<file path="src/rtl/leq_pkg.sv">
package leq_pkg;
  localparam int LEQ_THR_W_DEF = 6;
  localparam int LEQ_LO_SH_DEF = 1;
  localparam int LEQ_HI_SH_DEF = 5;
  localparam int LEQ_CNT_W_DEF = 32;

  typedef enum logic [0:0] {
    TRK_IDLE = 1'b0,
    TRK_BUSY = 1'b1
  } trk_state_e;
endpackage

</file>
<file path="src/rtl/leq_tracker.sv">
module leq_tracker
  import leq_pkg::*;
#(
  parameter int DUR_W = 12
) (
  input  logic             clk,
  input  logic             rst,
  input  logic             en,
  input  logic             begin_stb,
  input  logic             finish_stb,
  output logic             busy,
  output logic             close_now,
  output logic [DUR_W-1:0] dur
);
  localparam logic [DUR_W-1:0] DUR_MAX = '1;
  localparam logic [DUR_W-1:0] DUR_ONE = DUR_W'(1);

  trk_state_e state_q;
  logic [DUR_W-1:0] dur_q;

  always_ff @(posedge clk) begin
    if (rst) begin
      state_q <= TRK_IDLE;
      dur_q   <= '0;
    end else if (en) begin
      unique case (state_q)
        TRK_IDLE: begin
          if (begin_stb) begin
            state_q <= TRK_BUSY;
            dur_q   <= DUR_ONE;
          end
        end
        TRK_BUSY: begin
          if (finish_stb) begin
            state_q <= TRK_IDLE;
          end else if (dur_q != DUR_MAX) begin
            dur_q <= dur_q + DUR_ONE;
          end
        end
        default: state_q <= TRK_IDLE;
      endcase
    end
  end

  assign busy      = (state_q == TRK_BUSY);
  assign close_now = en && busy && finish_stb;
  assign dur       = dur_q;
endmodule

</file>
<file path="src/rtl/leq_thr_scale.sv">
module leq_thr_scale #(
  parameter int THR_W = 6,
  parameter int LO_SH = 1,
  parameter int HI_SH = 5,
  localparam int SCL_W = THR_W + HI_SH
) (
  input  logic [THR_W-1:0] thr,
  input  logic             use_hi,
  output logic [SCL_W-1:0] scaled
);
  logic [SCL_W-1:0] thr_wide;
  logic [SCL_W-1:0] lo_val;
  logic [SCL_W-1:0] hi_val;

  assign thr_wide = SCL_W'(thr);

  generate
    if (LO_SH == 0) begin : g_lo_plain
      assign lo_val = thr_wide;
    end else begin : g_lo_shift
      assign lo_val = thr_wide << LO_SH;
    end
  endgenerate

  assign hi_val = thr_wide << HI_SH;
  assign scaled = use_hi ? hi_val : lo_val;
endmodule

</file>
<file path="src/rtl/leq_judge.sv">
module leq_judge #(
  parameter int DUR_W = 12,
  parameter int SCL_W = 11
) (
  input  logic             clk,
  input  logic             rst,
  input  logic             en,
  input  logic             close_now,
  input  logic             qualify,
  input  logic [DUR_W-1:0] dur,
  input  logic [SCL_W-1:0] limit,
  output logic             hit
);
  logic exceeds;
  logic hit_q;

  assign exceeds = dur > DUR_W'(limit);

  always_ff @(posedge clk) begin
    if (rst) begin
      hit_q <= 1'b0;
    end else if (en) begin
      hit_q <= close_now && (!qualify || exceeds);
    end
  end

  assign hit = hit_q;
endmodule

</file>
<file path="src/rtl/leq_counter.sv">
module leq_counter #(
  parameter int CNT_W = 32
) (
  input  logic             clk,
  input  logic             rst,
  input  logic             en,
  input  logic             hit,
  output logic [CNT_W-1:0] count,
  output logic             pulse
);
  logic [CNT_W-1:0] count_q;
  logic             pulse_q;
  logic             step;

  assign step = en && hit;

  always_ff @(posedge clk) begin
    if (rst) begin
      count_q <= '0;
      pulse_q <= 1'b0;
    end else begin
      pulse_q <= step;
      if (step) begin
        count_q <= count_q + CNT_W'(1);
      end
    end
  end

  assign count = count_q;
  assign pulse = pulse_q;
endmodule

</file>
<file path="src/rtl/long_event_qualifier.sv">
module long_event_qualifier
  import leq_pkg::*;
#(
  parameter int THR_W = LEQ_THR_W_DEF,
  parameter int LO_SH = LEQ_LO_SH_DEF,
  parameter int HI_SH = LEQ_HI_SH_DEF,
  parameter int CNT_W = LEQ_CNT_W_DEF
) (
  input  logic             clk,
  input  logic             rst,
  input  logic             count_en,
  input  logic             ev_begin,
  input  logic             ev_finish,
  input  logic             thresh_mode,
  input  logic [THR_W-1:0] thresh_val,
  input  logic             thresh_x32,
  output logic [CNT_W-1:0] qual_count,
  output logic             qual_pulse
);
  localparam int SCL_W = THR_W + HI_SH;
  localparam int DUR_W = SCL_W + 1;

  logic             act_w;
  logic             close_w;
  logic [DUR_W-1:0] dur_w;
  logic [SCL_W-1:0] limit_w;
  logic             hit_w;

  leq_tracker #(.DUR_W(DUR_W)) trk_i (
    .clk       (clk),
    .rst       (rst),
    .en        (count_en),
    .begin_stb (ev_begin),
    .finish_stb(ev_finish),
    .busy      (act_w),
    .close_now (close_w),
    .dur       (dur_w)
  );

  leq_thr_scale #(.THR_W(THR_W), .LO_SH(LO_SH), .HI_SH(HI_SH)) scl_i (
    .thr   (thresh_val),
    .use_hi(thresh_x32),
    .scaled(limit_w)
  );

  leq_judge #(.DUR_W(DUR_W), .SCL_W(SCL_W)) jdg_i (
    .clk      (clk),
    .rst      (rst),
    .en       (count_en),
    .close_now(close_w),
    .qualify  (thresh_mode),
    .dur      (dur_w),
    .limit    (limit_w),
    .hit      (hit_w)
  );

  leq_counter #(.CNT_W(CNT_W)) cnt_i (
    .clk  (clk),
    .rst  (rst),
    .en   (count_en),
    .hit  (hit_w),
    .count(qual_count),
    .pulse(qual_pulse)
  );
endmodule

</file>
<file path="config.mk">
export PLATFORM = sky130hd
export DESIGN_NAME = long_event_qualifier
export DESIGN_NICKNAME = d
export VERILOG_FILES = /design/src/rtl/leq_pkg.sv /design/src/rtl/leq_tracker.sv /design/src/rtl/leq_thr_scale.sv /design/src/rtl/leq_judge.sv /design/src/rtl/leq_counter.sv /design/src/rtl/long_event_qualifier.sv
export SDC_FILE = /design/constraint.sdc
export NUM_CORES = 1
export LEC_CHECK = 0
export ABC_AREA = 1
export ABC_CLOCK_PERIOD_IN_PS = 2310
export BUFFER_PORTS_ARGS = -buffer_cell sky130_fd_sc_hd__buf_2
export CAP_MARGIN = 20
export CORE_UTILIZATION = 30
export DETAILED_ROUTE_END_ITERATION = 10
export PLACE_DENSITY = 0.48
export SLEW_MARGIN = 40
export SYNTH_ARGS = -nofsm -noshare
export SYNTH_HDL_FRONTEND = slang
export SYNTH_SLANG_ARGS = --single-unit
</file>
<file path="constraint.sdc">
create_clock -name clk -period 2.31 [get_ports clk]
set_clock_uncertainty 0.1 [all_clocks]
set_input_delay 0.231 -clock clk [delete_from_list [all_inputs] [get_ports clk]]
set_output_delay 0.231 -clock clk [all_outputs]
set_load 0.005 [all_outputs]
</file>
* After elaboration in Yosys (flattened, before gate mapping)
Index checks and enable logic that the tools add are counted.
** Operators by class
- Add/sub/neg operators :: 2
- Multipliers :: 0
- Divide/modulo/power cells :: 0
- Magnitude comparators :: 1
- Eq/ne operators :: 4
- Shift-type cells :: 0
- Muxes and demuxes :: 8
- Bitwise gates (word level) :: 1
- Reductions and logical operators :: 7
** Operators by type and width (count)
- 2-to-1 mux 12 bit :: 3
- adder 32 x 1 -> 32 bit, second input constant :: 1
- case mux 12 bit (2 select lines) :: 1
- adder 12 x 1 -> 12 bit, second input constant :: 1
- greater-than comparator 12 x 11 -> 1 bit :: 1
- != test 12 bit, second input constant :: 1
- 2-to-1 mux 11 bit :: 1
- != test 2 bit, second input constant :: 3
- logical AND 1 bit :: 4
- AND reduction 4 bit :: 1
- 2-to-1 mux 1 bit :: 2
- case mux 1 bit (2 select lines) :: 1
- logical NOT 1 bit :: 1
- logical OR 1 bit :: 1
- inverter 1 bit :: 1
** Word-level totals
- Bits in registers :: 47
- Bits in latches :: 0
- Memory bits (writable) :: 0
- Bits in read-only memories :: 0
- Input bits :: 13
- Output and inout port bits :: 33
- Word-level logic and storage cells :: 28
- Memories kept :: 0

* Longest topological paths before layout
Gate-level depths: netlist of run 1.
- Word-level depth :: 4
- Depth in mapped cells :: 14
- Depth with buffers taken out :: 14

* Modules after synthesis
From an unflattened synthesis of run 1, not the netlist that was laid out.
** Unflattened totals
- Cells, all modules :: 497
- Area total of the unflattened synthesis :: 3203.1 µm²
** Modules (own cells, without submodules)
- leq_counter :: times used 1, cells an instance 279, area an instance 1790.5 µm², sequential area each 660.6 µm²
- leq_tracker :: times used 1, cells an instance 129, area an instance 925.9 µm², sequential area each 260.2 µm²
- leq_judge :: times used 1, cells an instance 63, area an instance 372.9 µm², sequential area each 20.0 µm²
- leq_thr_scale :: times used 1, cells an instance 26, area an instance 113.9 µm², sequential area each 0.0 µm²

* Worst setup path after synthesis of run 1
OpenSTA, ideal clock, no wires.
- Kind :: register to register
- Start :: register cnt_i.count_q[0], in the netlist cnt_i.count[0]
- End :: register cnt_i.count_q[18], in the netlist cnt_i.count[18]
- Setup time :: 0.113 ns
- Arrival :: 1.488 ns
- Data required time :: 2.097 ns
- Slack :: 0.609 ns
- Stages on the path, launching flop included :: 11
- Buffers on the path :: 0
- Period minus slack after synthesis :: 1.701 ns
- Cells stage by stage :: dfxtp_1 ha_1 inv_1 nor2_1 nand2_1 nor2_2 nand3_2 nor3_2 nand2_1 nand2_1 nor2_1
** Between the ends
- Word-level cells in the longest chain between the ends :: 1
** Ends and longest elaborated chain
- from (decl) :: RTL line leq_counter.sv:11 : logic [CNT_W-1:0] count_q;
- from (signal assigned) :: RTL line leq_counter.sv:24 : count_q <= count_q + CNT_W'(1);
- adder 32 x 1 -> 32 bit :: RTL line leq_counter.sv:24
No other way between the ends.
A chain may end at the register's enable or synchronous reset.

* Worst setup path after layout of run 1
- Start :: register cnt_i.count_q[1], in the netlist cnt_i.count[1]
- End :: register cnt_i.count_q[22], in the netlist cnt_i.count[22]
Same word-level chain as after synthesis.

==> results of run 1 <==
-- through the flow --
stage / util, % / power [mW] / setup slack, ns / instances
floorplan: - / 0.919 / 0.609 / 469
global placement: 35.2 / 0.954 / 0.438 / 637
detailed placement: 35.2 / 0.954 / 0.421 / 637
CTS: 36.4 / 1.58 / 0.436 / 645
global route: 36.4 / 1.63 / 0.177 / 645
finish: 36.4 / 1.56 / 0.441 / 645
-- kinds of logic (layout without fill, tap and decap cells) --
family / Yosys count / in the layout
buffers and inverters: 58 / 105
multiplexers: 1 / 1
adder cells (fa/ha/maj): 12 / 12
AO/OA/AOI/OAI: 57 / 57
AND/OR/NAND/NOR: 290 / 290
XOR/XNOR: 4 / 4
flip-flops: 47 / 47
-- state kept, by name, indices dropped and copies added (netlist names) --
register	count
cnt_i.count	32
cnt_i.pulse	1
jdg_i.hit	1
trk_i.busy	1
trk_i.dur	12
-- worst max-delay path: stages (launching register included) --
cell     delay (ns)
dfxtp_1        0.39
ha_1           0.21
inv_1          0.08
nor2_1         0.19
nand2_1        0.13
nor2_2         0.19
nand3_2        0.13
inv_2          0.09
nand3_1        0.08
nand2_1        0.07
nand2_1        0.04
nor2_1         0.09
-- power by group through the flow --
stage	Clock, mW	Combinational [mW]	Sequential (mW)
after floorplan	0	0.0784	0.841
after global placement	0	0.111	0.843
after detailed placement	0	0.111	0.843
after CTS	0.640	0.111	0.825
after global routing	0.678	0.126	0.826
final	0.626	0.109	0.824
-- cell type report --
| type | count | area [sq um] | share of cell area (%) |
|---|---|---|---|
| timing repair buffer | 47 | 240 | 7.03 |
| clock buffer | 5 | 68.8 | 2.01 |
| sequential | 47 | 941 | 27.5 |
| clock inverter | 3 | 43.8 | 1.28 |
| inverter | 50 | 188 | 5.49 |
| tap | 129 | 161 | 4.73 |
| multi-input combinational | 364 | 1770 | 51.9 |
-- cell usage after synthesis (2+ instances only) --
library cell / n / share of area (%)
o21ai_1: 6 / 1.0
o21bai_1: 2 / 0.51
a21oi_1: 32 / 5.4
nand2_1: 150 / 19
nor2_4: 4 / 1.5
dfxtp_1: 47 / 32
nor3_2: 2 / 0.68
nor3_1: 9 / 1.5
xor2_1: 3 / 0.89
o21a_1: 2 / 0.51
inv_2: 7 / 0.89
ha_1: 12 / 5.1
nand3b_1: 7 / 1.8
nand3_2: 3 / 1.0
nor2_1: 79 / 10
nand2_2: 3 / 0.64
nor3b_1: 2 / 0.51
o21ai_0: 9 / 1.5
nand4_1: 4 / 0.85
a31oi_1: 2 / 0.43
inv_1: 43 / 5.5
nand3_1: 20 / 3.4
clkbuf_1: 6 / 0.77
nor2_2: 4 / 0.85
-- per-layer routing --
metal / global-route usage, % / vias up / wire length, um
met1: 22.0 / 1277 / 3950
met4: 3.01 / 0 / 47
met2: 27.3 / 41 / 3500
met5: 0 / - / 0
met3: 2.22 / 4 / 196
li1: - / 1589 / -
-- worst min path at each step --
stage / from / end / slack [ns] / cells past startpoint
finish: thresh_mode / jdg_i.hit / 0.12 / 4
detailed placement: jdg_i.hit / jdg_i.hit / 0.37 / 2
global placement: jdg_i.hit / jdg_i.hit / 0.37 / 2
CTS: thresh_mode / jdg_i.hit / 0.12 / 4
floorplan: rst / cnt_i.count[9] / 0.21 / 1
global route: thresh_mode / jdg_i.hit / 0.14 / 4
==> flow_summary.ini, run 1 <==
[clock_network]
cts_sinks = 47
cts_max_level = 2
postCtsSetupRepairBufs = 0
cts_hold_buffers = 0
path_clk_slew_ns = 0.10
insertion_delay_ns = 0.30
clockBufferDepth = 2
cts_buffers = 5
cts_tree = yes
root_buffer = clkbuf_8
post_cts.resized_instances = 0

[final_layout]
fin_nets = 540
antennaDiodeCount = 0
final_common_cell = nand2_1
fillers = 1084
mostFrequentLayoutCells = nand2_1, nor2_1, dfxtp_1
fin_area_sq_mm = 0.00342
drive_above_1_share_pct = 15.9
area_delta_synth_final_pct = 16.2

[worst_setup_path]
critPathRequiredTime_ns = 2.45
rr_worst_depth = 11
r2r_end = cnt_i.count[22]
startpoint = cnt_i.count[1]
crit_arrival_ns = 2.01
worst-setup-path-type = flip-flop to flip-flop
r2r_slack_ns = 0.44
start_kind = flip-flop
crit_end = cnt_i.count[22]
r2r_start = cnt_i.count[1]
cp_max_fo = 5
cp-end-kind = flip-flop

[drt]
wire_per_inst_um = 11.9
drc = 0
drtAntennaViolNets = 0
wl_mm = 7.69
vias_per_cell = 4.51
num_vias = 2911
dr.pass1.iters = 4
drt_iter0_markers = 86

[power]
p_leak_nw = 1.33
combPwrFrac_pct = 7.0
p_seq_share_pct = 52.9
pwr-share-clk_pct = 40.1
swShare_pct = 24.4
ir_drop_v = 0.000241
p_switching_mw = 0.381
intPower_mw = 1.18
p_per_area_mw_per_mm2 = 456

[placement]
hpwlAfterDp_mm = 6.05
dpl_cell_area_sq_mm = 0.00330
portBuffers = 45
gp_congestion = 0.790

[die]
rows = 35
io_pins = 46
dieHeight_um = 101
core_area_sq_mm = 0.00937
start_util_pct = 31.4
die_w_um = 101
dieArea_sq_mm = 0.0102

[grt]
grt_pass1_wl_mm = 13.0
antenna_found_initial = 0
grtUsageTotal_pct = 16.2
grt_max_degree = 24
grt_overflow_total = 0
grt_pass1_vias = 2723

[worst_hold_path]
min_path_type = input port to flip-flop

[run_status]
status = completed

[sta]
min_period_ns = 1.87
grt_setup_unrepaired = no
finalHoldViolations = 0
maxSlewViolCount = 0
max_freq_mhz = 535
finalCritPeriodShare_pct = 80.9
whs_ns = 0.116
setup_viol = 0
tns_ns = 0
tightest_slew_ns = 0.648
maxSlewHeadroom_pct = 56.7

[synthesis]
muxShareOfSynthArea_pct = 0.341
synth_nets = 494
synth_fa_ha_area_share_pct = 5.11
synthCells = 469
avgSynthCellArea_sq_um = 6.27
synth-compound-area-share_pct = 10.8
seq_area_frac_synth_pct = 32.0
syn_area_sq_mm = 0.00294
synth-seq-cells = 47
ys_warn_count = 0
synth-edff-count = 0
synth-async-reset-ratio_pct = 0
synthXorXnorAreaFrac_pct = 1.19
synthDistinctLibCells = 35
synth_top_family_by_area = simple AND/OR/NAND/NOR gates
ys.flop_type = dfxtp_1
yosys.area_share.simple_pct = 42.9

[flow_run]
cap_violations = 0
Power figures use the tool's default switching activity.
==> run 2: changes to the inputs <==
--- a/config.mk
+++ b/config.mk
@@ -6,7 +6,7 @@
 export NUM_CORES = 1
 export LEC_CHECK = 0
 export ABC_AREA = 1
-export ABC_CLOCK_PERIOD_IN_PS = 2310
+export ABC_CLOCK_PERIOD_IN_PS = 1950
 export BUFFER_PORTS_ARGS = -buffer_cell sky130_fd_sc_hd__buf_2
 export CAP_MARGIN = 20
 export CORE_UTILIZATION = 30
==> constraint.sdc (replaced) <==
create_clock -name clk -period 1.95 [get_ports clk]
set_clock_uncertainty 0.1 [all_clocks]
set_input_delay 0.195 -clock clk [delete_from_list [all_inputs] [get_ports clk]]
set_output_delay 0.195 -clock clk [all_outputs]
set_load 0.005 [all_outputs]
==> flow_summary.ini, run 2 (same netlist as run 1, synthesis figures left out) <==
[run_status]
status = completed

[drt]
dr.pass1.iters = 5
drc = 0
wl_mm = 7.93
wire_per_inst_um = 12.2
drtAntennaViolNets = 0
vias_per_cell = 4.53
num_vias = 2954
drt_iter0_markers = 95

[sta]
max_freq_mhz = 572
min_period_ns = 1.75
tightest_slew_ns = 0.541
setup_viol = 0
maxSlewHeadroom_pct = 63.9
maxSlewViolCount = 0
finalHoldViolations = 0
finalCritPeriodShare_pct = 89.7

[final_layout]
fillers = 1060
area_delta_synth_final_pct = 18.8
antennaDiodeCount = 0
fin_area_sq_mm = 0.00349
final_common_cell = nand2_1
drive_above_1_share_pct = 17.8
mostFrequentLayoutCells = nand2_1, nor2_1, dfxtp_1, buf_2, inv_1
largest_register_ffs = 32
fin_nets = 547

[power]
ir_drop_v = 0.000298
combPwrFrac_pct = 7.3
p_switching_mw = 0.464
swShare_pct = 24.4
p_seq_share_pct = 51.5
total_power_mw = 1.90
pwr-share-clk_pct = 41.2
p_leak_nw = 1.37
p_per_area_mw_per_mm2 = 544
intPower_mw = 1.43

[clock_network]
insertion_delay_ns = 0.31
cts_hold_buffers = 0
root_buffer = clkbuf_8
clockBufferDepth = 2
cts_tree = yes
cts_buffers = 5
path_clk_slew_ns = 0.10
cts_sinks = 47
cts_max_level = 2

[worst_setup_path]
crit_top_cell = nand2_1
crit_family = simple AND/OR/NAND/NOR gates
crit_buf_inv = 0
crit_arrival_ns = 1.90
critPathRequiredTime_ns = 2.10
start_kind = flip-flop
cp-end-kind = flip-flop
critPathMaxStageDelay_ns = 0.39
worst-setup-path-type = flip-flop to flip-flop
cp_max_fo = 17
crit_path_cell_trace = ha_1 > nand2_1 > nor2_4 > nand3_2 > o21ai_4 > nand2_4 > nand2_1 > o21ai_0 > nor2_1
crit_slowest_cell = dfxtp_1

[die]
die_w_um = 101
io_pins = 46
start_util_pct = 31.4
rows = 35
dieArea_sq_mm = 0.0102
core_area_sq_mm = 0.00937
dieHeight_um = 101

[placement]
dpl_cell_area_sq_mm = 0.00336
gp_congestion = 0.830
portBuffers = 45
hpwlAfterDp_mm = 6.16

[grt]
grt_overflow_total = 0
antenna_found_initial = 0
grt_pass1_vias = 2710
grtUsageTotal_pct = 16.5
grt_pass1_wl_mm = 13.3
grt_max_degree = 24

[flow_run]
cap_violations = 0

[worst_hold_path]
min_path_type = input port to flip-flop
run 2: changes by cell type in the layout (fill, tap and decap cells not counted):
| cell | change |
|---|---|
| dfxtp_2 | +2 |
| nor2_1 | -1 |
| ha_2 | +1 |
| clkbuf_8 | +1 |
| nor2_4 | +2 |
| ha_1 | -1 |
| nor2_2 | -1 |
| dfxtp_1 | -2 |
| clkinv_4 | -1 |
| buf_4 | +7 |
run 2: power by group through the flow:
stage                     clock network, mW  registers [mW]  logic (mW)
after CTS                             0.797           0.977       0.141
final                                 0.782           0.977       0.139
after floorplan                           0           0.996      0.0929
after global placement                    0            1.00       0.138
after global routing                  0.836           0.979       0.158
after detailed placement                  0           0.999       0.140
run 2: metal layers:
| metal | wire [um] | share of wire (%) | vias to the layer above | track usage [%] |
|---|---|---|---|---|
| li1 | - | - | 1604 | - |
| met1 | 4030 | 51 | 1303 | 22.7 |
| met2 | 3570 | 45 | 41 | 27.1 |
| met3 | 266 | 3.4 | 6 | 2.91 |
| met4 | 65 | 0.82 | 0 | 3.01 |
| met5 | 0 | 0 | - | 0 |
run 2: final cells by class:
type	count	area (sq um)	share of cell area (%)
Sequential cell	47	943	27.0
Multi-Input combinational cell	364	1790	51.2
Clock buffer	6	82.6	2.37
Clock inverter	2	35.0	1.00
Tap cell	129	161	4.62
Inverter	50	188	5.38
Timing Repair Buffer	54	293	8.39
run 2: worst paths after layout:
| check | from | to | slack [ns] | cells after the start |
|---|---|---|---|---|
| max reg2reg | trk_i.dur[0] | trk_i.dur[10] | 0.20 | 9 |
| min | thresh_mode | jdg_i.hit | 0.07 | 4 |
| min reg2reg | jdg_i.hit | jdg_i.hit | 0.38 | 2 |
| max | trk_i.dur[0] | trk_i.dur[10] | 0.20 | 9 |
run 2: per-stage QoR:
step                      setup slack [ns]  utilization [%]  hold WS, ns  cells  setup TNS [ns]
final                                0.200             37.2       0.0749    652               0
after global placement               0.165             35.8        0.368    644               0
after CTS                            0.134             37.1       0.0743    652               0
after detailed placement             0.154             35.8        0.375    644               0
after global routing              -0.00247             37.2       0.0900    652        -0.00276
after floorplan                      0.249                -        0.173    469               0
run 2: what timing repair did:
item                       CTS  global route
setup endpoints to repair    0            10
setup buffers                0             0
gates resized for setup      0             6
run 2: worst register-to-register path, stage by stage, from the launching register on:
cell and delay, ns:
dfxtp_1 0.39, ha_1 0.18, nand2_1 0.10, nor2_4 0.15
nand3_2 0.15, o21ai_4 0.19, nand2_4 0.15, nand2_1 0.11
o21ai_0 0.08, nor2_1 0.09
